==> src/rtl/pev_pkg.sv <==
package pev_pkg;
    // Number of ids in each CPU's private bank.
    localparam int BANK_IRQS = 32;
endpackage

==> src/rtl/pev_active.sv <==
module pev_active
    import pev_pkg::*;
#(
    parameter int NCPU = 4,
    parameter int NSHR = 32,
    localparam int NIRQ = BANK_IRQS + NSHR,
    localparam int IDW  = $clog2(NIRQ),
    localparam int CW   = $clog2(NCPU)
) (
    input  logic                      clk,
    input  logic                      rst_n,
    input  logic [NIRQ-1:0]           trig_edge,
    input  logic                      dlv_vld,
    input  logic [IDW-1:0]            dlv_id,
    input  logic [CW-1:0]             dlv_cpu,
    input  logic                      eoi_vld,
    input  logic [IDW-1:0]            eoi_id,
    input  logic [CW-1:0]             eoi_cpu,
    output logic [NCPU*BANK_IRQS-1:0] act_bank_d,
    output logic [NSHR-1:0]           act_shr_d,
    output logic [NCPU*BANK_IRQS-1:0] act_bank_q,
    output logic [NSHR-1:0]           act_shr_q
);
    typedef struct packed {
        logic [NCPU*BANK_IRQS-1:0] bank;
        logic [NSHR-1:0]           shr;
    } act_t;

    act_t st_d, st_q;

    always_comb begin
        int eid, ecpu, did, dcpu;
        st_d = st_q;
        eid  = int'(eoi_id);
        ecpu = int'(eoi_cpu);
        did  = int'(dlv_id);
        dcpu = int'(dlv_cpu);
        // Completion first, so a delivery in the same cycle wins.
        if (eoi_vld && eid < NIRQ) begin
            if (eid < BANK_IRQS) st_d.bank[ecpu*BANK_IRQS + eid] = 1'b0;
            else                 st_d.shr[eid - BANK_IRQS]       = 1'b0;
        end
        if (dlv_vld && did < NIRQ && !trig_edge[did]) begin
            if (did < BANK_IRQS) st_d.bank[dcpu*BANK_IRQS + did] = 1'b1;
            else                 st_d.shr[did - BANK_IRQS]       = 1'b1;
        end
    end

    always_ff @(posedge clk) begin
        if (!rst_n) st_q <= '0;
        else        st_q <= st_d;
    end

    assign act_bank_d = st_d.bank;
    assign act_shr_d  = st_d.shr;
    assign act_bank_q = st_q.bank;
    assign act_shr_q  = st_q.shr;
endmodule

==> src/rtl/pev_eval.sv <==
module pev_eval
    import pev_pkg::*;
#(
    parameter int NCPU = 4,
    parameter int NSHR = 32,
    localparam int NIRQ = BANK_IRQS + NSHR,
    localparam int CW   = $clog2(NCPU)
) (
    input  logic [NCPU*BANK_IRQS-1:0] line_bank,
    input  logic [NCPU*BANK_IRQS-1:0] en_bank,
    input  logic [NSHR-1:0]           line_shr,
    input  logic [NSHR-1:0]           en_shr,
    input  logic [NSHR*CW-1:0]        tgt_shr,
    input  logic [NIRQ-1:0]           trig_edge,
    input  logic [NCPU*BANK_IRQS-1:0] act_bank,
    input  logic [NSHR-1:0]           act_shr,
    output logic [NCPU-1:0]           raw_pend
);
    logic [BANK_IRQS-1:0] lvl_bank;
    logic [NSHR-1:0]      shr_ok;

    assign lvl_bank = ~trig_edge[BANK_IRQS-1:0];
    assign shr_ok   = line_shr & en_shr & ~(act_shr & ~trig_edge[NIRQ-1:BANK_IRQS]);

    for (genvar c = 0; c < NCPU; c++) begin : g_cpu
        logic [BANK_IRQS-1:0] bank_ok;
        logic [NSHR-1:0]      mine;
        assign bank_ok = line_bank[c*BANK_IRQS +: BANK_IRQS]
                       & en_bank[c*BANK_IRQS +: BANK_IRQS]
                       & ~(act_bank[c*BANK_IRQS +: BANK_IRQS] & lvl_bank);
        for (genvar j = 0; j < NSHR; j++) begin : g_tgt
            assign mine[j] = (tgt_shr[j*CW +: CW] == CW'(c));
        end
        assign raw_pend[c] = (|bank_ok) | (|(shr_ok & mine));
    end
endmodule

==> src/rtl/pev_top.sv <==
module pev_top
    import pev_pkg::*;
#(
    parameter int NCPU = 4,
    parameter int NSHR = 32,
    localparam int NIRQ = BANK_IRQS + NSHR,
    localparam int IDW  = $clog2(NIRQ),
    localparam int CW   = $clog2(NCPU)
) (
    input  logic                      clk,
    input  logic                      rst_n,
    input  logic                      dist_en,
    input  logic [NCPU*BANK_IRQS-1:0] line_bank,
    input  logic [NCPU*BANK_IRQS-1:0] en_bank,
    input  logic [NSHR-1:0]           line_shr,
    input  logic [NSHR-1:0]           en_shr,
    input  logic [NSHR*CW-1:0]        tgt_shr,
    input  logic [NIRQ-1:0]           trig_edge,
    input  logic                      dlv_vld,
    input  logic [IDW-1:0]            dlv_id,
    input  logic [CW-1:0]             dlv_cpu,
    input  logic                      eoi_vld,
    input  logic [IDW-1:0]            eoi_id,
    input  logic [CW-1:0]             eoi_cpu,
    output logic [NCPU-1:0]           pend_q
);
    typedef struct packed {
        logic [NCPU-1:0] pend;
    } sum_t;

    logic [NCPU*BANK_IRQS-1:0] act_bank_d, act_bank;
    logic [NSHR-1:0]           act_shr_d, act_shr;
    logic [NCPU-1:0]           raw_pend;
    sum_t                      sum_d, sum_q;

    pev_active #(.NCPU(NCPU), .NSHR(NSHR)) u_act (
        .clk(clk), .rst_n(rst_n), .trig_edge(trig_edge),
        .dlv_vld(dlv_vld), .dlv_id(dlv_id), .dlv_cpu(dlv_cpu),
        .eoi_vld(eoi_vld), .eoi_id(eoi_id), .eoi_cpu(eoi_cpu),
        .act_bank_d(act_bank_d), .act_shr_d(act_shr_d),
        .act_bank_q(act_bank), .act_shr_q(act_shr)
    );

    // Evaluate against the in-progress state that becomes current at the
    // same edge, so summary and in-progress bits never disagree.
    pev_eval #(.NCPU(NCPU), .NSHR(NSHR)) u_eval (
        .line_bank(line_bank), .en_bank(en_bank),
        .line_shr(line_shr), .en_shr(en_shr), .tgt_shr(tgt_shr),
        .trig_edge(trig_edge), .act_bank(act_bank_d), .act_shr(act_shr_d),
        .raw_pend(raw_pend)
    );

    always_comb begin
        sum_d = sum_q;
        if (dist_en) sum_d.pend = raw_pend;
        else         sum_d.pend = NCPU'(1);
    end

    always_ff @(posedge clk) begin
        if (!rst_n) sum_q <= '0;
        else        sum_q <= sum_d;
    end

    assign pend_q = sum_q.pend;
endmodule

==> config.mk <==
export PLATFORM = sky130hd
export DESIGN_NAME = pev_top
export DESIGN_NICKNAME = d
export VERILOG_FILES = /design/src/rtl/pev_pkg.sv /design/src/rtl/pev_active.sv /design/src/rtl/pev_eval.sv /design/src/rtl/pev_top.sv
export SDC_FILE = /design/constraint.sdc
export NUM_CORES = 1
export LEC_CHECK = 0
export CORE_ASPECT_RATIO = 0.75
export CORE_MARGIN = 2
export CORE_UTILIZATION = 40
export CTS_BUF_LIST = sky130_fd_sc_hd__clkbuf_8
export DETAILED_ROUTE_END_ITERATION = 7
export PLACE_DENSITY = 0.71
export RECOVER_POWER = 100
export SLEW_MARGIN = 20
export SYNTH_ARGS = -nofsm -noshare
export SYNTH_HDL_FRONTEND = slang
export SYNTH_SLANG_ARGS = --single-unit
==> constraint.sdc <==
create_clock -name clk -period 9.4 [get_ports clk]
set_input_delay 1.88 -clock clk [delete_from_list [all_inputs] [get_ports clk]]
set_output_delay 1.88 -clock clk [all_outputs]
set_load 0.01 [all_outputs]
======== Word-level counts from Yosys, hierarchy flattened ========
Index checks and enable logic that the tools add are counted.
word-level totals
  flip-flop bits (word level) ............. 164
  logic and storage cells ................. 215
  output and inout port bits .............. 4
cells by class
  mux-type cells .......................... 17
  magnitude comparators ................... 11
  bitwise gates (word level) .............. 36
  add/sub/neg operators ................... 4
  equal/unequal tests ..................... 96
  reduce and logical (&&, ||, !) cells .... 47
operators with widths
  operator                                                            count
  bitwise AND 32 bit                                                  20
  2-to-1 mux 160 bit                                                  2
  2-to-1 mux 128 bit                                                  2
  inverter 32 bit                                                     8
  OR reduction 32 bit                                                 8
  bitwise AND 128 bit                                                 1
  equality test 2 bit, second input constant                          64
  greater-or-equal comparator 32 x 1 -> 1 bit, second input constant  4
  inverter 128 bit                                                    1
  OR 128 bit                                                          1
  equality test 2 x 1 -> 1 bit, second input constant                 32
  zero test 2 bit                                                     32
  < comparator 32 x 7 -> 1 bit, second input constant                 2
  < comparator 32 x 9 -> 1 bit, second input constant                 2
  2-to-1 mux 32 bit                                                   2
  OR 32 bit                                                           1
  adder 7 x 6 -> 8 bit                                                2
  demux 1 bit (select 7 bit)                                          2
  subtractor 6 x 6 -> 7 bit, second input constant                    2
  < comparator 6 bit, second input constant                           2
  demux 1 bit (select 5 bit)                                          2
  < comparator 6 x 7 -> 1 bit, second input constant                  1
  binary-select mux 1 bit (select 6 bit)                              1
  2-to-1 mux 1 bit                                                    6
  other kinds (4)                                                     11

======== Logic depth before layout (Yosys ltp) ========
Gate-level depths: netlist (run 1).
  depth after elaboration ................. 19
  mapped depth ............................ 14
  depth with buffers taken out ............ 11

======== Cells and area by module ========
Synthesis (run 1) repeated with hierarchy kept, for this count alone.
unflattened totals
  cell total of the unflattened synthesis .. 1581
  area total of the unflattened synthesis .. 11906.4 µm²
by module, submodules not included
  module      cells an instance  times used  area an instance (µm²)
  pev_active  1011               1           8548.2
  pev_eval    561                1           3244.4
  pev_top     9                  1           113.9

======== Worst setup path before layout (run 1) ========
OpenSTA, ideal clock, no wires.
  kind .................................... input -> register
  start ................................... in dlv_id[1]
  end ..................................... reg sum_q, in the netlist pend_q[0]
  slack ................................... 4530 ps
  setup time .............................. 125 ps
  buffers on the path ..................... 1
  stages on the path ...................... 10
  arrival time ............................ 4744 ps
  cell sequence ........................... buf_2 mux2_2 a32o_1 nor4_1 nand3_1 a21oi_4 a21oi_1 or4_1 a2111o_1 o41a_1
on the way
  word-level cells in the longest chain between the ends .. 15
  elaborated cells between the ends (all ways) .. 33
ends and longest elaborated chain
  what                                                                                                                      line              source
  from (decl)                                                                                                               pev_top.sv:20     input logic [IDW-1:0] dlv_id,
  subtractor 6 x 6 -> 7 bit                                                                                                 pev_active.sv:45  else st_d.shr[did - BANK_IRQS] = 1'b1;
  greater-or-equal comparator 32 x 1 -> 1 bit (not written as such) / < comparator 32 x 7 -> 1 bit (equally long branches)  pev_active.sv:45
  logical AND 1 bit (not written as such)                                                                                   pev_active.sv:45
  2-to-1 mux 1 bit (not written as such)                                                                                    pev_active.sv:45
  demux 1 bit (select 5 bit)                                                                                                --
  OR 32 bit (no line)                                                                                                       --
  2-to-1 mux 32 bit                                                                                                         pev_active.sv:44  if (did < BANK_IRQS) st_d.bank[dcpu*BANK_IRQS + did] = 1'b1;
  2-to-1 mux 160 bit (*)                                                                                                    pev_active.sv:43  if (dlv_vld && did < NIRQ && !trig_edge[did]) begin
  bitwise AND 32 bit                                                                                                        pev_eval.sv:23    assign shr_ok = line_shr & en_shr & ~(act_shr & ~trig_edge[NIRQ-1:BANK_IRQS]);
  inverter 32 bit                                                                                                           pev_eval.sv:23
  bitwise AND 32 bit                                                                                                        pev_eval.sv:23
  bitwise AND 32 bit                                                                                                        pev_eval.sv:34    assign raw_pend[c] = (|bank_ok) | (|(shr_ok & mine));
  OR reduction 32 bit                                                                                                       pev_eval.sv:34
  OR 1 bit (*)                                                                                                              pev_eval.sv:34
  2-to-1 mux 1 bit (*)                                                                                                      pev_top.sv:55     if (dist_en) sum_d.pend = raw_pend;
  to (signal assigned)                                                                                                      pev_top.sv:61     else sum_q <= sum_d;
  to (decl)                                                                                                                 pev_top.sv:34     sum_t sum_d, sum_q;
Every way passes the cells marked *; elsewhere a longest branch is shown, timed or not. The select of a mux whose other input is x is not followed.
A chain may end at the register's enable or synchronous reset.

======== Worst setup path after layout (run 1) ========
  start ................................... in dlv_id[3]
  end ..................................... reg sum_q, in the netlist pend_q[3]
on the way
  word-level cells in the longest chain between the ends .. 14
  elaborated cells between the ends (all ways) .. 32
ends and longest elaborated chain
  what                                                                                                                      line
  subtractor 6 x 6 -> 7 bit                                                                                                 pev_active.sv:45
  greater-or-equal comparator 32 x 1 -> 1 bit (not written as such) / < comparator 32 x 7 -> 1 bit (equally long branches)  pev_active.sv:45
  logical AND 1 bit (not written as such)                                                                                   pev_active.sv:45
  2-to-1 mux 1 bit (not written as such)                                                                                    pev_active.sv:45
  demux 1 bit (select 5 bit)                                                                                                --
  OR 32 bit (no line)                                                                                                       --
  2-to-1 mux 32 bit                                                                                                         pev_active.sv:44
  2-to-1 mux 160 bit (*)                                                                                                    pev_active.sv:43
  bitwise AND 32 bit                                                                                                        pev_eval.sv:23
  inverter 32 bit                                                                                                           pev_eval.sv:23
  bitwise AND 32 bit                                                                                                        pev_eval.sv:23
  bitwise AND 32 bit                                                                                                        pev_eval.sv:34
  OR reduction 32 bit                                                                                                       pev_eval.sv:34
  OR 1 bit (*)                                                                                                              pev_eval.sv:34
Marked as above.

==> metrics.cfg, run 1 <==
[outcome]
outcome = complete, but fails checks
violations = DRC, capacitance limit, slew limit

[detailed_routing]
vias = 16841
vias_per_cell = 6.80
drtAntennaViolNets = 0
routedWlPerCell_um = 31.5
drtPass1Iterations = 8
routed_wl_um = 77900
first_iter_violations = 2901
drcViolationCount = 9

[sta]
worst_slew_pin_slew_ps = 2040
setup_ws_ps = 1900
setup_tns_ps = 0
max_slew_margin_pct = -35.8
rsz0062_at_grt = false
hold_viol_final = 0
maxSlewViolCount = 114
fmax_mhz = 133
whs_ps = 497
setup_viol_count_final = 0
skew_ps = 21.4
fin_crit_sh_pct = 79.8
fin_crit_ps = 7500

[power_and_ir_drop]
ir_drop_mv = 0.0906
power_density_mw_per_mm2 = 103
power.leakage_nw = 6.01
total_power_mw = 1.82

[worst_hold_path]
min_path_type = flop to flop

[critical_path]
cp.buffers_inverters = 1
cp_common_cell = a21oi_1
regToRegStartpoint = u_act.act_shr_q[15]$_SDFF_PN0_
crit_path_max_incr_delay_ps = 1590
r2r_end = pend_q[0]$_SDFF_PN0_
r2r_cells = 8
regToRegSetupSlack_ps = 5820
critPathArrivalTime_ps = 7850
cp_slowest_cell = a21oi_1
crit_end = pend_q[3]$_SDFF_PN0_
worstSetupPathType = primary input to flop
cp.depth = 9
critPathLaunchType = primary input
startpoint = dlv_id[3]
cpLargestDelayFamily = compound AO/OA/AOI/OAI gates
critPathMaxFanout = 32
endpoint_kind = flop
cp_cell_sequence = dlygate4sd3_1 -> and3b_1 -> a22o_1 -> a311oi_1 -> nand2_1 -> a21oi_1 -> a21oi_1 -> nor4_1 -> a41oi_1
crit_required_ps = 9740

[grt]
globalRouteOverflowTotal = 0
grt_pass1_vias = 15629
antenna_found_initial = 3
grt_max_degree = 111
grt_usage_pct = 47.0
grt_pass1_wl_um = 108000

[synth]
synth_edf_count = 0
synthCells = 1652
synthTopCellsByArea = dfxtp_1, o21ai_0, and2_1
avgSynthCellArea_um2 = 7.43
synth_ff_type = dfxtp_1
synth_nets = 2125
syn-cell-area_mm2 = 0.0123
synth_cell_types = 81
yosysTopAreaCellShare_pct = 26.7
ys.warnings.count = 0
yosysTopAreaCell = dfxtp_1
ys_ff_latch = 164
ys_seq_area_share_pct = 26.7
synthArstFlopShare_pct = 0

[floorplan]
coreArea_mm2 = 0.0302
row_count = 55
die_h_um = 156
die_w_um = 206
num_io_pins = 473
start_util_pct = 40.7
die_area_mm2 = 0.0321

[cells_and_area]
final_nets = 2538
syn_to_final_growth_pct = 43.5
antenna_cells = 0
layout-drive-gt1-share_pct = 4.28
mostFrequentLayoutCells = clkdlybuf4s50_1, o21ai_0, dfxtp_1
final_common_cell = clkdlybuf4s50_1

[placed_design]
dpl.hpwl_um = 61700
place.gp.congestion = 1.13
io_buffers = 472
pre_cts_ws_ps = 2380

[clocking]
clockBufferDepth = 2
cts_resized = 0
hold_buffers = 0
root_buffer = clkbuf_8
clk_latency_ps = 510
post-cts-setup-buffers = 0
cts_tree = yes
cts_sinks = 164
clk_pin_slew_ps = 110
cts_max_level = 4
cts_inserted_buffers = 17

[job]
maxCapViolations = 6

==> logic make-up after synthesis <==
kind of cell / count (synthesis) / synth area share (%)
AND/OR/NAND/NOR: 659 / 31.0
AO/OA/AOI/OAI: 657 / 34.6
flip-flops: 164 / 26.7
buffers and inverters: 141 / 4.52
multiplexers: 27 / 2.73
adder cells (fa/ha/maj): 4 / 0.408
==> layout make-up <==
| class | count | area [um2] |
|---|---|---|
| clock buffer | 20 | 275 |
| clock inverter | 12 | 131 |
| fill | 2842 | 12600 |
| inverter | 37 | 139 |
| multi-input combinational | 1347 | 8420 |
| sequential | 164 | 3280 |
| tap | 399 | 499 |
| timing repair buffer | 498 | 4880 |
==> metrics by stage <==
step,area [um2],cells,utilization (%)
floorplan,12300,1652,-
global placement,17300,2445,57.2
detailed placement,17300,2445,57.2
CTS,17700,2477,58.6
global route,17600,2477,58.3
finish,17600,2477,58.3
==> where the power goes <==
group	internal (mW)	leakage [nW]	switching [mW]
sequential	0.696	1.32	0.00109
combinational	0.255	4.49	0.307
clock	0.257	0.208	0.299
==> worst min path at each step <==
stage                                    from                              to  slack, ps  cells after the start
2_1_floorplan  u_act.act_shr_q[12]$_SDFF_PN0_  u_act.act_shr_q[12]$_SDFF_PN0_        450                      2
3_3_place_gp   u_act.act_shr_q[12]$_SDFF_PN0_  u_act.act_shr_q[12]$_SDFF_PN0_        460                      2
3_5_place_dp   u_act.act_shr_q[26]$_SDFF_PN0_  u_act.act_shr_q[26]$_SDFF_PN0_        480                      2
4_1_cts        u_act.act_shr_q[26]$_SDFF_PN0_  u_act.act_shr_q[26]$_SDFF_PN0_        490                      2
5_1_grt        u_act.act_shr_q[16]$_SDFF_PN0_  u_act.act_shr_q[16]$_SDFF_PN0_        510                      2
6_report       u_act.act_shr_q[26]$_SDFF_PN0_  u_act.act_shr_q[26]$_SDFF_PN0_        500                      2
==> per-layer routing <==
layer	GRT usage (%)	routed length (um)
met1	64.4	30500
met2	62.2	29200
met3	21.8	14300
met4	19.6	3880
met5	0.621	23
==> worst reg2reg max path, delay by kind of cell (launching register included) <==
kind / cells / cell delay (ps)
AOI/OAI and AO/OA: 4 / 1850
DFF: 1 / 320
and+or+nand+nor: 4 / 1300
==> flip-flops by register name (all words and copies together) (netlist names) <==
register,count
u_act.act_bank_q,128
u_act.act_shr_q,32
pend_q,4
==> Yosys cell counts, drive strengths merged, types with 12 or more instances <==
cell type	count
a22oi	13
nor3b	17
mux2i	20
or3	15
dfxtp	164
a31oi	19
and3	14
nand4b	13
nor4	33
nand2	127
a21boi	37
o211ai	87
nor2b	30
o21a	41
nand4	31
inv	37
nor3	42
and2	107
a21oi	87
clkbuf	88
o21ai	245
buf	16
nor2	74
o31ai	33
nor4b	12
nand3	52
No activity file was read; power rests on OpenSTA's default activity.
==> inputs of run 2 (changes only) <==
- clock period: 9.4 -> 7.1 ns (I/O delays scaled with it)
==> run 2 against run 1 <==
The flow finishes with violations (capacitance limit, slew limit). Setup slack lost 1200 ps. Flip-flop and latch count is the same. Sequential power grew 32%. Total power grew 34%. Register-to-register slack lost 2100 ps. First-iteration DRC count grew 7.1%. Sequential share of layout area shrank 0.18 points. Final cell count grew 0.97%. Via count grew 2.7%. Critical path type unchanged. Largest cell class unchanged. Highest routed layer unchanged.
==> metrics.cfg, run 2 (synthesized netlist as in run 1, its figures left out) <==
[outcome]
outcome = complete, but fails checks
violations = capacitance limit, slew limit

[power_and_ir_drop]
power_density_mw_per_mm2 = 136
internal_power_mw = 1.56
switching_share_pct = 35.7
clkPwrFrac_pct = 30.4
ir_drop_mv = 0.116
power.leakage_nw = 6.10
pwr-share-seq_pct = 38.0
p_switching_mw = 0.868
p_comb_share_pct = 31.6

[detailed_routing]
drtAntennaViolNets = 0
first_iter_violations = 3107
vias = 17291
drcViolationCount = 0
routed_wl_um = 80600
vias_per_cell = 6.91
routedWlPerCell_um = 32.2
drtPass1Iterations = 7

[sta]
setup_tns_ps = 0
rsz0062_at_grt = false
maxSlewViolCount = 10
setup_viol_count_final = 0
max_slew_margin_pct = -2.87
hold_viol_final = 0
fmax_mhz = 156
worst_slew_pin_slew_ps = 1530
fin_crit_sh_pct = 90.0
skew_ps = 21.5
fin_crit_ps = 6390
setup_ws_ps = 709

[placed_design]
dpl.hpwl_um = 64000
place.gp.congestion = 1.05
pre_cts_ws_ps = 822
place_area_mm2 = 0.0174
io_buffers = 472
dp_cells = 2467

[cells_and_area]
fillers = 2838
mostFrequentLayoutCells = clkdlybuf4s50_1, o21ai_0, dfxtp_1
layout-drive-gt1-share_pct = 5.19
syn_to_final_growth_pct = 44.9
final_nets = 2560
stdcell_count = 2501
final_common_cell = clkdlybuf4s50_1
largest_reg_flops = 128
fin_area_mm2 = 0.0178
final_core_util_pct = 58.9

[worst_hold_path]
min_path_type = flop to flop

[clocking]
hold_buffers = 0
post-cts-setup-buffers = 0
cts_tree = yes
clk_pin_slew_ps = 110
cts_sinks = 164
clockBufferDepth = 2
cts_max_level = 4
root_buffer = clkbuf_8
cts_resized = 0
cts_inserted_buffers = 17
clk_latency_ps = 520

[critical_path]
endpoint_kind = flop
worstSetupPathType = primary input to flop
critPathLaunchType = primary input
critPathMaxFanout = 23
critPathArrivalTime_ps = 6780
crit_required_ps = 7490

[floorplan]
die_h_um = 156
start_util_pct = 40.7
num_io_pins = 473
coreArea_mm2 = 0.0302
die_w_um = 206
die_area_mm2 = 0.0321
row_count = 55

[grt]
globalRouteOverflowTotal = 0
grt_pass1_vias = 15842
grt_max_degree = 114
grt_usage_pct = 48.1
grt_pass1_wl_um = 110000
antenna_found_initial = 4

[job]
maxCapViolations = 1

-- run 2: changes by cell type in the layout (fill, tap and decap cells not counted), sizes merged --
cell           delta
inv               +4
diode             +2
dlygate4sd3       +1
clkdlybuf4s50     +1
clkbuf            -2
buf              +19
bufinv            -1
-- run 2: final cells by class --
class	count	area, um2	share of cell area (%)
diodes	2	5.00	0.0281
inverters	37	139	0.781
well taps	399	499	2.81
multi-input cells	1347	8420	47.3
flip-flops and latches	164	3280	18.5
clock inverters	15	165	0.928
clock buffers	17	234	1.31
repair buffers	520	5050	28.4
-- run 2: worst max-delay path, cell delays in order --
cell	delay [ps]
dlygate4sd3_1	1170
mux4_2	600
a22o_1	240
a311oi_1	630
nand2_1	400
a21oi_1	290
clkbuf_1	930
a31oi_1	160
or4_1	550
nor4_1	260
a31oi_1	130
-- run 2: worst paths after layout --
path | from | endpoint | slack, ps | depth (start not counted)
worst min-delay path | u_act.act_shr_q[16]$_SDFF_PN0_ | u_act.act_shr_q[16]$_SDFF_PN0_ | 500 | 2
worst min register to register | u_act.act_shr_q[16]$_SDFF_PN0_ | u_act.act_shr_q[16]$_SDFF_PN0_ | 500 | 2
worst max register to register | u_act.act_shr_q[21]$_SDFF_PN0_ | pend_q[2]$_SDFF_PN0_ | 3770 | 8
worst max-delay path | dlv_id[0] | pend_q[1]$_SDFF_PN0_ | 710 | 11
-- run 2: power by group through the flow --
stage / Clock, mW / Combinational [mW] / Sequential [mW]
CTS: 0.720 / 0.729 / 0.923
detailed placement: 0 / 0.725 / 0.944
global placement: 0 / 0.726 / 0.944
global route: 0.756 / 0.773 / 0.923
floorplan: 0 / 0.235 / 0.945
finish: 0.738 / 0.768 / 0.923
-- run 2: layer usage --
metal,GRT usage (%),share of wire (%),wire (um),up-vias
li1,-,-,-,7198
met1,67.1,39,31500,8169
met2,64.2,38,30500,1641
met3,20.5,18,14700,281
met4,18.6,4.8,3860,2
met5,0,0.011,9,-
-- run 2: per-stage QoR --
stage          hold slack [ps]  power, mW
2_1_floorplan              451       1.18
3_3_place_gp               471       1.67
3_5_place_dp               482       1.67
4_1_cts                    500       2.37
5_1_grt                    529       2.45
6_report                   505       2.43
